--- src/rtl/regalu_pkg.sv ---
package regalu_pkg;

    localparam int GRP_W = 4;

    typedef enum logic [GRP_W-1:0] {
        GRP_CTRL  = 4'h0,
        GRP_SET   = 4'h1,
        GRP_LD    = 4'h2,
        GRP_ST    = 4'h3,
        GRP_LDI   = 4'h4,
        GRP_STI   = 4'h5,
        GRP_LDID  = 4'h6,
        GRP_STID  = 4'h7,
        GRP_POP   = 4'h8,
        GRP_PUSH  = 4'h9,
        GRP_POPD  = 4'hA,
        GRP_CMP   = 4'hB,
        GRP_ADD   = 4'hC,
        GRP_SUB   = 4'hD,
        GRP_INC   = 4'hE,
        GRP_DEC   = 4'hF
    } grp_e;

    typedef enum logic [1:0] {
        MARK_NONE = 2'd0,
        MARK_RN   = 2'd1,
        MARK_ACC  = 2'd2,
        MARK_CMP  = 2'd3
    } mark_e;

    typedef struct packed {
        logic  arith;
        logic  subtract;
        mark_e mark;
    } alu_ctl_t;

    function automatic logic grp_is_memory(input logic [GRP_W-1:0] g);
        return (g >= GRP_LDI) && (g <= GRP_POPD);
    endfunction

    function automatic logic grp_is_arith(input logic [GRP_W-1:0] g);
        return (g == GRP_CMP) || (g == GRP_ADD) || (g == GRP_SUB);
    endfunction

endpackage

--- src/rtl/regalu_decode.sv ---
module regalu_decode
    import regalu_pkg::*;
(
    input  logic             valid,
    input  logic [GRP_W-1:0] group,
    output alu_ctl_t         ctl
);
    always_comb begin
        ctl = '{arith: 1'b0, subtract: 1'b0, mark: MARK_NONE};
        if (valid) begin
            if (group == GRP_CTRL) begin
                ctl.mark = MARK_NONE;
            end else if (grp_is_arith(group)) begin
                ctl.arith    = 1'b1;
                ctl.subtract = (group != GRP_ADD);
                ctl.mark     = (group == GRP_CMP) ? MARK_CMP : MARK_ACC;
            end else if (grp_is_memory(group)) begin
                ctl.mark = MARK_ACC;
            end else begin
                ctl.mark = MARK_RN;
            end
        end
    end
endmodule

--- src/rtl/regalu_addsub.sv ---
module regalu_addsub #(
    parameter int DATA_W  = 16,
    parameter int SLICE_W = 8
) (
    input  logic [DATA_W-1:0] a,
    input  logic [DATA_W-1:0] b,
    input  logic              sub,
    output logic [DATA_W-1:0] sum,
    output logic              carry_out
);
    localparam int N_SLICES = DATA_W / SLICE_W;

    logic [DATA_W-1:0] b_eff;
    logic [N_SLICES:0] cy;

    assign b_eff = sub ? ~b : b;
    assign cy[0] = sub;

    for (genvar s = 0; s < N_SLICES; s++) begin : g_slice
        logic [SLICE_W:0] part;
        assign part = {1'b0, a[s*SLICE_W +: SLICE_W]}
                    + {1'b0, b_eff[s*SLICE_W +: SLICE_W]}
                    + {{SLICE_W{1'b0}}, cy[s]};
        assign sum[s*SLICE_W +: SLICE_W] = part[SLICE_W-1:0];
        assign cy[s+1] = part[SLICE_W];
    end

    assign carry_out = cy[N_SLICES];
endmodule

--- src/rtl/regalu_status.sv ---
module regalu_status #(
    parameter int IDX_W  = 4,
    parameter int STAT_W = 8
) (
    input  logic              clk,
    input  logic              rst,
    input  logic              upd,
    input  logic [IDX_W-1:0]  mark_idx,
    input  logic              carry,
    output logic [STAT_W-1:0] status
);
    localparam int PAD_W = STAT_W - IDX_W - 1;

    logic [STAT_W-1:0] next_status;

    if (PAD_W > 0) begin : g_pad
        assign next_status = {{PAD_W{1'b0}}, mark_idx, carry};
    end else begin : g_nopad
        assign next_status = {mark_idx, carry};
    end

    always_ff @(posedge clk) begin
        if (rst) begin
            status <= '0;
        end else if (upd) begin
            status <= next_status;
        end
    end
endmodule

--- src/rtl/regalu_track.sv ---
module regalu_track
    import regalu_pkg::*;
#(
    parameter int DATA_W  = 16,
    parameter int IDX_W   = 4,
    parameter int SLICE_W = 8,
    parameter int STAT_W  = 8,
    parameter int CMP_IDX = 13
) (
    input  logic              clk,
    input  logic              rst,
    input  logic              op_valid,
    input  logic [3:0]        op_group,
    input  logic [IDX_W-1:0]  op_reg,
    input  logic [DATA_W-1:0] acc_val,
    input  logic [DATA_W-1:0] reg_val,
    output logic              res_valid,
    output logic [DATA_W-1:0] res_value,
    output logic [IDX_W-1:0]  res_dest,
    output logic [STAT_W-1:0] status_byte
);
    localparam logic [IDX_W-1:0] ACC_I = '0;
    localparam logic [IDX_W-1:0] CMP_I = IDX_W'(CMP_IDX);

    alu_ctl_t          ctl;
    logic [DATA_W-1:0] sum;
    logic              cout;
    logic [IDX_W-1:0]  mark_idx;
    logic              st_carry;
    logic              st_upd;

    regalu_decode u_dec (
        .valid (op_valid),
        .group (op_group),
        .ctl   (ctl)
    );

    regalu_addsub #(.DATA_W(DATA_W), .SLICE_W(SLICE_W)) u_add (
        .a         (acc_val),
        .b         (reg_val),
        .sub       (ctl.subtract),
        .sum       (sum),
        .carry_out (cout)
    );

    always_comb begin
        unique case (ctl.mark)
            MARK_RN:  mark_idx = op_reg;
            MARK_CMP: mark_idx = CMP_I;
            default:  mark_idx = ACC_I;
        endcase
    end

    assign st_carry = ctl.arith & cout;
    assign st_upd   = (ctl.mark != MARK_NONE);

    regalu_status #(.IDX_W(IDX_W), .STAT_W(STAT_W)) u_stat (
        .clk      (clk),
        .rst      (rst),
        .upd      (st_upd),
        .mark_idx (mark_idx),
        .carry    (st_carry),
        .status   (status_byte)
    );

    always_ff @(posedge clk) begin
        if (rst) begin
            res_valid <= 1'b0;
            res_value <= '0;
            res_dest  <= '0;
        end else begin
            res_valid <= ctl.arith;
            if (ctl.arith) begin
                res_value <= sum;
                res_dest  <= mark_idx;
            end
        end
    end
endmodule

--- config.mk ---
export PLATFORM = sky130hd
export DESIGN_NAME = regalu_track
export DESIGN_NICKNAME = d
export VERILOG_FILES = /design/src/rtl/regalu_pkg.sv /design/src/rtl/regalu_decode.sv /design/src/rtl/regalu_addsub.sv /design/src/rtl/regalu_status.sv /design/src/rtl/regalu_track.sv
export SDC_FILE = /design/constraint.sdc
export NUM_CORES = 1
export LEC_CHECK = 0
export BUFFER_PORTS_ARGS = -buffer_cell sky130_fd_sc_hd__buf_2
export CORE_UTILIZATION = 29
export DETAILED_ROUTE_END_ITERATION = 10
export PLACE_DENSITY = 0.48
export SLEW_MARGIN = 15
export SYNTH_ARGS = -nofsm -noshare
export SYNTH_HDL_FRONTEND = slang
export SYNTH_SLANG_ARGS = --single-unit
--- constraint.sdc ---
create_clock -name clk -period 11.3 [get_ports clk]
set_input_delay 1.695 -clock clk [delete_from_list [all_inputs] [get_ports clk]]
set_output_delay 1.695 -clock clk [all_outputs]
set_load 0.01 [all_outputs]
Word-level counts from Yosys, hierarchy flattened
Index checks and enable logic that the tools add are counted.
{"block": "op_classes", "add_sub_neg": 4, "mul": 0, "div": 0, "n_lt_le_gt_ge": 2, "n_eq_ne": 6, "shift": 0, "n_mux": 9, "n_bitwise": 2, "reduce_logical": 5}
{"operator": "$add A8 B8 Y9", "count": 2}
{"operator": "$add A9 B1 Y9", "count": 2}
{"operator": "$mux W16", "count": 1}
{"operator": "$not A16 Y16", "count": 1}
{"operator": "$eq A4 B4 Y1 const B", "count": 3}
{"operator": "$mux W2", "count": 5}
{"operator": "$pmux W4 S2", "count": 1}
{"operator": "$ge A4 B3 Y1 const B", "count": 1}
{"operator": "$le A4 B4 Y1 const B", "count": 1}
{"operator": "$logic_not A4 Y1", "count": 1}
{"operator": "$mux W4", "count": 1}
{"operator": "$ne A4 B4 Y1 const B", "count": 1}
{"operator": "$eq A2 B1 Y1 const B", "count": 1}
{"operator": "$eq A2 B2 Y1 const B", "count": 1}
{"operator": "$logic_or A1 B1 Y1", "count": 2}
{"operator": "$reduce_bool A2 Y1", "count": 1}
{"operator": "$and A1 B1 Y1", "count": 1}
{"operator": "$logic_and A1 B1 Y1", "count": 1}
{"operator": "$mux W1", "count": 1}
{"block": "word_totals", "reg_bits": 26, "latchBits": 0, "ram_bits": 0, "mem_bits_ro": 0, "output_inout_bits": 29, "wordCells": 32, "memories": 0}

Logic depth before layout (Yosys ltp)
Gate-level depths: netlist of the first run.
{"block": "depth", "ltp_word": 11, "ltp_mapped": 18, "ltp_nobuf": 16}

Modules after synthesis
Synthesis of the first run repeated with hierarchy kept, for this count alone.
{"block": "hier_totals", "hier_cells": 211, "hier_area_um2": 1889.3}
{"mod": "regalu_track", "instances": 1, "cells_each": 78, "area_each_um2": 829.5, "seq_area_each_um2": 420.4}
{"mod": "regalu_addsub", "instances": 1, "cells_each": 99, "area_each_um2": 777.0, "seq_area_each_um2": 0.0}
{"mod": "regalu_status", "instances": 1, "cells_each": 20, "area_each_um2": 206.4, "seq_area_each_um2": 100.1}
{"mod": "regalu_decode", "instances": 1, "cells_each": 14, "area_each_um2": 76.3, "seq_area_each_um2": 0.0}

Worst setup path after synthesis of the first run
OpenSTA, ideal clock, no wires.
{"block": "synth_timing", "kind": "input-to-reg", "startpoint": "input op_group[2]", "endpoint": "register res_value[14]", "setup_time_ps": 120, "arrival_ps": 4929, "setup_slack_ps": 6251, "stages": 17, "path_buffers": 2, "cell_sequence": "xor2_1 -> and4_1 -> buf_4 -> buf_12 -> xor2_2 -> ha_1 -> o21ai_1 -> o21ai_1 -> nand3_1 -> a21boi_0 -> nor2_1 -> fa_1 -> fa_1 -> nand2b_1 -> a21oi_1 -> o22ai_1 -> a211o_1"}
{"block": "synth_via", "elab_chain_cells": 10, "word_cells_on_any_way": 15, "cone_classes": "add/sub (4); eq/ne (4); mux (4); reduce/logical (3)"}
{"item": "from (decl)", "line_no": "regalu_track.sv:13", "text": "input logic [3:0] op_group,"}
{"item": "$eq A4 B4 Y1", "line_no": "regalu_pkg.sv:42", "text": "return (g == GRP_CMP) || (g == GRP_ADD) || (g == GRP_SUB);"}
{"item": "$logic_or A1 B1 Y1 (2 in series)", "line_no": "regalu_pkg.sv:42"}
{"item": "$mux W2", "line_no": "regalu_decode.sv:13", "text": "end else if (grp_is_arith(group)) begin"}
{"item": "$mux W2 (*)", "line_no": "regalu_decode.sv:11", "text": "if (group == GRP_CTRL) begin"}
{"item": "$mux W4 (*)", "line_no": "regalu_decode.sv:10", "text": "if (valid) begin"}
{"item": "$mux W16", "line_no": "regalu_addsub.sv:16", "text": "assign b_eff = sub ? ~b : b;"}
{"item": "$add A8 B8 Y9", "line_no": "regalu_addsub.sv:22", "text": "+ {1'b0, b_eff[s*SLICE_W +: SLICE_W]}"}
{"item": "$add A9 B1 Y9 (2 in series)", "line_no": "regalu_addsub.sv:23", "text": "+ {{SLICE_W{1'b0}}, cy[s]};"}
{"item": "to (signal assigned)", "line_no": "regalu_track.sv:74", "text": "res_value <= sum;"}
{"item": "to (decl)", "line_no": "regalu_track.sv:18", "text": "output logic [DATA_W-1:0] res_value,"}
Mark *: on every way between the ends. The rest lies on a longest branch, timed or not.
A chain may end at the register's enable or synchronous reset.

Final worst setup path of the first run
{"block": "layout_timing", "startpoint": "input op_group[1]", "endpoint": "register res_value[14]"}
Same word-level chain as after synthesis.

==> flow_summary.ini, run 1 <==
[setup_path]
worstSetupStartpointType = input pin
timing.rr.end = u_stat.status[0]
r2r_setup_slack_ns = 10.44
crit_path_end_kind = flop
crit_fanout = 15
cp.arrival_ns = 5.50
r2r_cells = 3
path_cells = buf_2 > xor2_1 > and4_1 > buf_4 > xor2_2 > ha_1 > o21ai_1 > o21ai_1 > nand3_1 > a21boi_0 > nor2_1 > fa_1 > fa_1 > nand2b_1 > a21oi_1 > o22ai_1 > nor4_1 > a211o_1
required_ns = 11.53
path_buf_inv = 2
cpPeakStageDelay_ns = 0.44
path_delay_family = adder cells
critPathSlowestCell = fa_1
criticalPathCategory = in2reg
r2r_start = u_stat.status[0]

[cells_and_area]
fillers = 704
design_area_sq_um = 2380
layout_common_cells = 68 x buf_2, 26 x dfxtp_1, 17 x nor2_1, 17 x a21oi_1, 14 x ha_1
multi_input_area_sq_um = 1320
drive_above_1_share = 0.339
seq_area_sq_um = 520
fin_util = 0.373
nets = 338
instances_no_fill = 354
area_growth_pct = 22.7
antenna_cells = 0
final_common_cell = buf_2

[worst_hold_path]
worstHoldEndpoint = res_value[1]
hold_start = res_value[1]
hold_class = reg2reg
whs_path_depth = 2

[synth]
syn_area_per_cell_sq_um = 9.10
yosysTopAreaCell = dfxtp_1
synthFlopType = dfxtp_1
seq_area_frac_synth = 0.268
synth_warnings = 0
synth_cells = 213
yosys_register_bits = 26
synthesis.area_sq_um = 1940
synth_edf_count = 0
synth_top_area_frac = 0.268
synth.area.top_cells = dfxtp_1 27%, ha_1 9.0%, xor2_2 8.4%
yosys.cell_types.count = 57
async_flop_share = 0

[floorplan]
core_area_sq_um = 6390
die_area_sq_um = 7020
io_pins = 72
rows = 29
fp.dieW_um = 83.8
initial_core_util = 0.304
die_height_um = 83.8

[grt]
grt_max_degree = 34
grt_pass1_vias = 1713
antenna_found_initial = 0
overflow = 0
grt_use_total = 0.143
grt_pass1_wl_mm = 8.08

[clock_tree]
clockRootBuffer = clkbuf_8
clkLatencyLatePin_ns = 0.28
cts_made_buffers = 3
htree_levels = 1
cts.sink_count = 26
hold_buffers = 0
cts_resized = 0
clkTransAtPathRegs_ns = 0.10
post-cts-setup-buffer-count = 0
cts_tree = done
clk_path_buf_depth = 2

[timing]
hold_viol_final = 0
fin_crit_sh = 0.466
setup_slack_ns = 6.03
relSlewSlack = 0.537
fin_hold_ws_ns = 0.456
clock-skew-final_ns = 0
setup_violations = 0
slew_viol_final = 0
tns_ns = 0
max_freq_mhz = 190
min_period_ns = 5.27
worst_slew_pin_slew_ns = 0.694
rsz0062_at_grt = no

[placed_design]
place_area_sq_um = 2310
io_buffers = 68
dp_hpwl_mm = 3.73
gp_congestion = 0.802
place_inst = 350
place_ws_ns = 5.74

[routing]
drcViolationCount = 0
drtAntennaViolNets = 0
met3_length_um = 236
via_per_inst = 4.91
first_pass_iters = 4
routedWlPerCell_um = 13.6
vias = 1737
wl_met2_mm = 2.16
drt_iter0_drc = 38
wl_met1_mm = 2.38
top_layer_used = met4
finalWirelength_mm = 4.82

[power_and_ir_drop]
peakVddDrop_mv = 0.0488
p_total_uw = 255
p_leak_nw = 1.11
powerDensity_nw_per_um2 = 107

[flow_run]
cap_viol_max_count = 0

[run_status]
status = complete, no violations
-- routing by layer --
metal	vias up	track usage
met5	-	0
met4	0	0.0385
met3	4	0.0257
met2	55	0.231
met1	787	0.194
li1	891	-
-- where the power goes --
group | switching (mW) | internal (mW) | total [mW]
clock | 0.0336 | 0.0475 | 0.0811
combinational | 0.0422 | 0.0344 | 0.0766
sequential | 0.00169 | 0.0953 | 0.0970
total | 0.0775 | 0.177 | 0.255
-- how the worst max path moves through the flow --
| stage | from | to | cells after the start |
|---|---|---|---|
| final | op_group[1] | res_value[14] | 18 |
| after CTS | op_group[1] | res_value[14] | 18 |
| after global placement | op_group[1] | res_value[14] | 17 |
| after floorplan | op_group[2] | res_value[14] | 17 |
| after detailed placement | op_group[1] | res_value[14] | 17 |
| after global routing | op_group[1] | res_value[14] | 18 |
-- synth_stat cells, types with 2 or more instances --
cell type	count
or4_1	2
a21oi_1	17
or2_2	4
xor2_1	5
o211ai_1	3
o22ai_1	2
inv_1	4
dfxtp_1	26
nor2_1	17
nand4b_1	2
o21ai_0	7
buf_4	5
mux2i_1	2
nor3b_1	3
o2bb2ai_1	2
o21ai_1	2
nor3_1	6
fa_1	3
a211o_1	4
a211oi_1	6
nand2_1	12
and4_1	2
xor2_2	10
nand3_1	7
a21o_1	2
nand2b_1	3
buf_2	2
nand3b_1	4
o21bai_1	2
nor4_1	2
ha_1	14
clkbuf_1	3
xnor2_1	3
nor2b_1	2
-- cell type report --
cell class | count | area share
inverter | 5 | 0.00789
clock inverter | 1 | 0.0126
clock buffer | 3 | 0.0174
timing repair buffer | 70 | 0.149
sequential | 26 | 0.219
multi-input combinational | 172 | 0.554
tap | 77 | 0.0405
-- kinds of logic after synthesis --
group                      count (synthesis)  share of synthesized area
xor gates and xnor gates                  18                      0.120
buffers and inverters                     17                     0.0561
other                                      1                    0.00193
and+or+nand+nor                           71                      0.203
muxes                                      2                     0.0103
DFF                                       26                      0.268
adders and majority gates                 17                      0.121
AOI/OAI and AO/OA                         61                      0.219
-- worst reg2reg max path, stage by stage (launching register included) --
cell and delay [ns]:
dfxtp_1 0.34, a22oi_1 0.17, nor2_1 0.06, a31o_1 0.20
-- state kept, by name, summed over array words and instances, names as in the netlist --
name / cells
u_stat.status: 5
res_dest: 4
res_valid: 1
res_value: 16
No activity file was read; power rests on OpenSTA's default activity.
==> run 2, diff against run 1 <==
Settings changed: PLACE_DENSITY 0.48 to 0.5.
Clock period 11.3 ns to 4.6 ns, I/O delays scaled along.
==> run 2 against run 1 <==
Routed wire length fell by 1.8%. Sequential power is 150% higher. Die area did not move. Flip-flop and latch count stayed put. Non-clock buffer count grew 1. Clock power rose by 140%. Count of clock-buffer cells in the layout unchanged. Critical path depth unchanged. Hold slack got worse by 0.0029 ns. Sequential share of layout area is 0.18 points lower. Combinational power increased by 150%. Final cell count up 0.28%.
==> flow_summary.ini, run 2 (synthesized netlist as in run 1, its figures left out) <==
[timing]
setup_violations = 0
min_period_ns = 4.14
max_freq_mhz = 241
worst_slew_pin_slew_ns = 0.699
fin_crit_sh = 0.900
setup_slack_ns = 0.458
hold_viol_final = 0
relSlewSlack = 0.534
slew_viol_final = 0
rsz0062_at_grt = no
clock-skew-final_ns = 0
tns_ns = 0

[cells_and_area]
area_growth_pct = 23.7
regMostFlops = res_value
drive_above_1_share = 0.342
largest_registers = res_value: 16 flops, u_stat.status: 5 flops, res_dest: 4 flops
nets = 339
largest_register_ffs = 16
antenna_cells = 0
layout_common_cells = 68 x buf_2, 26 x dfxtp_1, 17 x nor2_1, 17 x a21oi_1, 14 x ha_1
final_common_cell = buf_2

[clock_tree]
clkLatencyLatePin_ns = 0.28
cts.sink_count = 26
cts_resized = 0
clockRootBuffer = clkbuf_8
htree_levels = 1
clkTransAtPathRegs_ns = 0.10
cts_made_buffers = 3
clk_path_buf_depth = 2
post-cts-setup-buffer-count = 0
cts_tree = done
hold_buffers = 0

[placed_design]
place_ws_ns = 0.195
gp_congestion = 0.773
io_buffers = 68
dp_hpwl_mm = 3.55

[setup_path]
cpPeakStageDelay_ns = 0.44
crit_path_end_kind = flop
cp.arrival_ns = 4.37
crit_fanout = 15
worstSetupStartpointType = input pin
criticalPathCategory = in2reg
path_delay_family = adder cells
path_cells = buf_2 > xor2_1 > and4_1 > buf_12 > xor2_2 > ha_1 > o21ai_1 > o21ai_1 > nand3_1 > a21boi_0 > nor2_1 > fa_1 > fa_1 > nand2b_1 > a21oi_1 > o22ai_1 > nor4_1 > a211o_1
critPathSlowestCell = fa_1
path_buf_inv = 2
required_ns = 4.83

[grt]
grt_pass1_vias = 1618
grt_use_total = 0.134
grt_max_degree = 34
met1_usage = 0.174
grt.met2_usage = 0.229
antenna_found_initial = 0
grt_pass1_wl_mm = 7.62
overflow = 0
top_usage_layer = met2
use_met3 = 0.0307

[floorplan]
die_height_um = 83.8
core_area_sq_um = 6390
io_pins = 72
rows = 29
die_area_sq_um = 7020
fp.dieW_um = 83.8
initial_core_util = 0.304

[power_and_ir_drop]
powerDensity_nw_per_um2 = 261
peakVddDrop_mv = 0.160
p_leak_nw = 1.12

[routing]
drt_iter0_drc = 51
finalWirelength_mm = 4.73
first_pass_iters = 4
routedWlPerCell_um = 13.3
drcViolationCount = 0
drtAntennaViolNets = 0
vias = 1755
via_per_inst = 4.94

[flow_run]
cap_viol_max_count = 0

[worst_hold_path]
hold_class = reg2reg

[run_status]
status = complete, no violations
-- run 2: cell types whose count changed in the layout (fill, tap and decap cells not counted) --
| cell | delta |
|---|---|
| buf_12 | +1 |
-- run 2: power breakdown --
group / switching [mW] / total [mW] / internal [mW]
Sequential: 0.00432 / 0.239 / 0.234
Clock: 0.0804 / 0.197 / 0.117
Combinational: 0.105 / 0.191 / 0.0862
Total: 0.190 / 0.627 / 0.437
-- run 2: layout make-up --
class | instances | area [sq um]
Multi-Input combinational cell | 172 | 1320
Timing Repair Buffer | 71 | 375
Inverter | 5 | 18.8
Clock buffer | 3 | 41.3
Sequential cell | 26 | 520
Clock inverter | 1 | 30.0
Tap cell | 77 | 96.3
Fill cell | 661 | 3990
-- run 2: per-layer routing --
metal / vias to the layer above / part of all wire
li1: 896 / -
met2: 69 / 0.48
met4: 0 / 0.0074
met5: - / 0
met1: 785 / 0.45
met3: 5 / 0.065
-- run 2: tightest hold or removal path, stage by stage, from the launching register on --
cell	delay (ns)
dfxtp_1	0.32
nand2_1	0.05
a21oi_1	0.05
-- run 2: metrics by stage --
step | power (mW) | hold WS [ns] | util | instance area, sq um | std cells
after floorplan | 0.376 | 0.476 | - | 1950 | 215
after global placement | 0.435 | 0.438 | 0.365 | 2330 | 351
after detailed placement | 0.435 | 0.445 | 0.365 | 2330 | 351
after CTS | 0.636 | 0.459 | 0.376 | 2400 | 355
after global routing | 0.666 | 0.493 | 0.376 | 2400 | 355
final | 0.627 | 0.454 | 0.376 | 2400 | 355
-- run 2: worst paths after layout --
| check | from | endpoint | slack, ns | depth (start not counted) |
|---|---|---|---|---|
| min | res_value[10] | res_value[10] | 0.45 | 2 |
| min reg2reg | res_value[10] | res_value[10] | 0.45 | 2 |
| max | op_group[1] | res_value[14] | 0.46 | 18 |
| max reg2reg | u_stat.status[0] | u_stat.status[0] | 3.76 | 3 |
==> run 3, diff against run 2 <==
Settings changed: PLACE_DENSITY 0.5 to 0.48, TNS_END_PERCENT from default to 20.
Clock period 4.6 ns to 4 ns, I/O delays scaled along.
==> run 3 against run 2 <==
Global-route usage rose by 1.2 points. Flip-flop and latch count did not move. Total power rose by 21%. Sequential power rose by 15%. Core utilization rose by 2.5 points. Critical path depth did not move. Routed wire length rose by 6.6%. Critical path type unchanged. Largest power group unchanged.
==> flow_summary.ini, run 3 (synthesized netlist as in run 1, its figures left out) <==
[timing]
rsz0062_at_grt = no
worst_slew_pin_slew_ns = 0.692
clock-skew-final_ns = 0
fin_crit_sh = 0.939
setup_slack_ns = 0.244
slew_viol_final = 0
max_freq_mhz = 266
fin_hold_ws_ns = 0.456
min_period_ns = 3.76
hold_viol_final = 0
relSlewSlack = 0.539
setup_violations = 0

[floorplan]
die_area_sq_um = 7020
initial_core_util = 0.304
rows = 29
die_height_um = 83.8
io_pins = 72
fp.dieW_um = 83.8
core_area_sq_um = 6390

[routing]
routedWlPerCell_um = 13.4
vias = 1811
via_per_inst = 4.82
drt_iter0_drc = 55
first_pass_iters = 4
drcViolationCount = 0
drtAntennaViolNets = 0
finalWirelength_mm = 5.04

[clock_tree]
cts.sink_count = 26
cts_made_buffers = 3
hold_buffers = 0
clk_path_buf_depth = 2
clkTransAtPathRegs_ns = 0.11
clkLatencyLatePin_ns = 0.28
cts_tree = done
clockRootBuffer = clkbuf_8
htree_levels = 1

[cells_and_area]
largest_register_ffs = 16
regMostFlops = res_value
fillers = 689
multi_input_area_sq_um = 1320
antenna_cells = 0
drive_above_1_share = 0.391
layout_common_cells = 68 x buf_2, 26 x dfxtp_1, 23 x buf_4
nets = 360
area_growth_pct = 32.1
largest_registers = res_value: 16 flops, u_stat.status: 5 flops, res_dest: 4 flops
design_area_sq_um = 2560
final_common_cell = buf_2
seq_area_sq_um = 520

[worst_hold_path]
hold_class = reg2reg
hold_start = res_value[6]

[setup_path]
criticalPathCategory = in2reg
crit_path_end_kind = flop
worstSetupStartpointType = input pin
crit_fanout = 6
cp.arrival_ns = 3.99
required_ns = 4.23
crit_path_start = op_group[2]
r2r_start = res_value[14]

[run_status]
status = complete, no violations

[flow_run]
cap_viol_max_count = 0

[power_and_ir_drop]
netSwitchingFraction = 0.306
internal-power_uw = 525
p_comb_frac = 0.327
p_switching_uw = 231
powerDensity_nw_per_um2 = 295
peakVddDrop_mv = 0.128
p_total_uw = 756
p_leak_nw = 1.22
clkPwrFrac = 0.309
pwr-share-seq = 0.364

[grt]
grt_pass1_wl_mm = 8.29
antenna_found_initial = 0
grt_use_total = 0.146
grt_max_degree = 34
overflow = 0
grt_pass1_vias = 1751

[placed_design]
place_area_sq_um = 2490
io_buffers = 68
dp_hpwl_mm = 3.94
place_ws_ns = -0.0876
gp_congestion = 0.834
## run 3: path summary, 6_finish.rpt
| check | end | cells after the start | slack [ns] |
|---|---|---|---|
| worst max register to register | res_value[14] | 2 | 3.15 |
| worst min register to register | res_value[6] | 2 | 0.46 |
| worst min-delay path | res_value[6] | 2 | 0.46 |
| worst max-delay path | res_value[14] | 18 | 0.24 |
## run 3: through the flow
step	setup TNS, ns	instances	util
after floorplan	0	215	-
after global placement	-0.0136	372	0.389
after detailed placement	-0.173	372	0.389
after CTS	0	376	0.400
after global routing	0	376	0.401
final	0	376	0.401
## run 3: what timing repair did
item / in CTS / in global routing
resized for setup: 0 / 1
hold endpoints to repair: 0 / 0
setup endpoints to repair: 0 / 2
buffers inserted: 0 / 0
## run 3: power by group through the flow
stage,clock [mW],combinational [mW],sequential [mW]
finish,0.234,0.247,0.275
global route,0.252,0.277,0.276
CTS,0.241,0.248,0.275
detailed placement,0,0.247,0.281
global placement,0,0.248,0.280
floorplan,0,0.147,0.285
## run 3: area by class of cell
class | count | share of cell area
Clock buffer | 3 | 0.0161
Clock inverter | 1 | 0.0117
Inverter | 5 | 0.00733
Multi-Input combinational cell | 172 | 0.516
Sequential cell | 26 | 0.203
Tap cell | 77 | 0.0376
Timing Repair Buffer | 92 | 0.208
## run 3: layer usage
metal / vias up / track usage / share of wire
met3: 2 / 0.0227 / 0.042
met5: - / 0 / 0
met4: 0 / 0.0324 / 0.0042
li1: 937 / - / -
met2: 41 / 0.230 / 0.44
met1: 831 / 0.208 / 0.51
## run 3: critical path, cell delays in order
cell and delay [ns]:
buf_2 0.11, xor2_1 0.17, and4_1 0.27, buf_12 0.14
xor2_2 0.18, fa_1 0.23, a211oi_2 0.08, o21ai_1 0.18
nand3_1 0.11, a21boi_0 0.18, nor2_1 0.09, fa_1 0.44
fa_1 0.43, nand2b_1 0.19, a21oi_2 0.15, o22ai_1 0.11
nor4_1 0.19, a211o_1 0.13
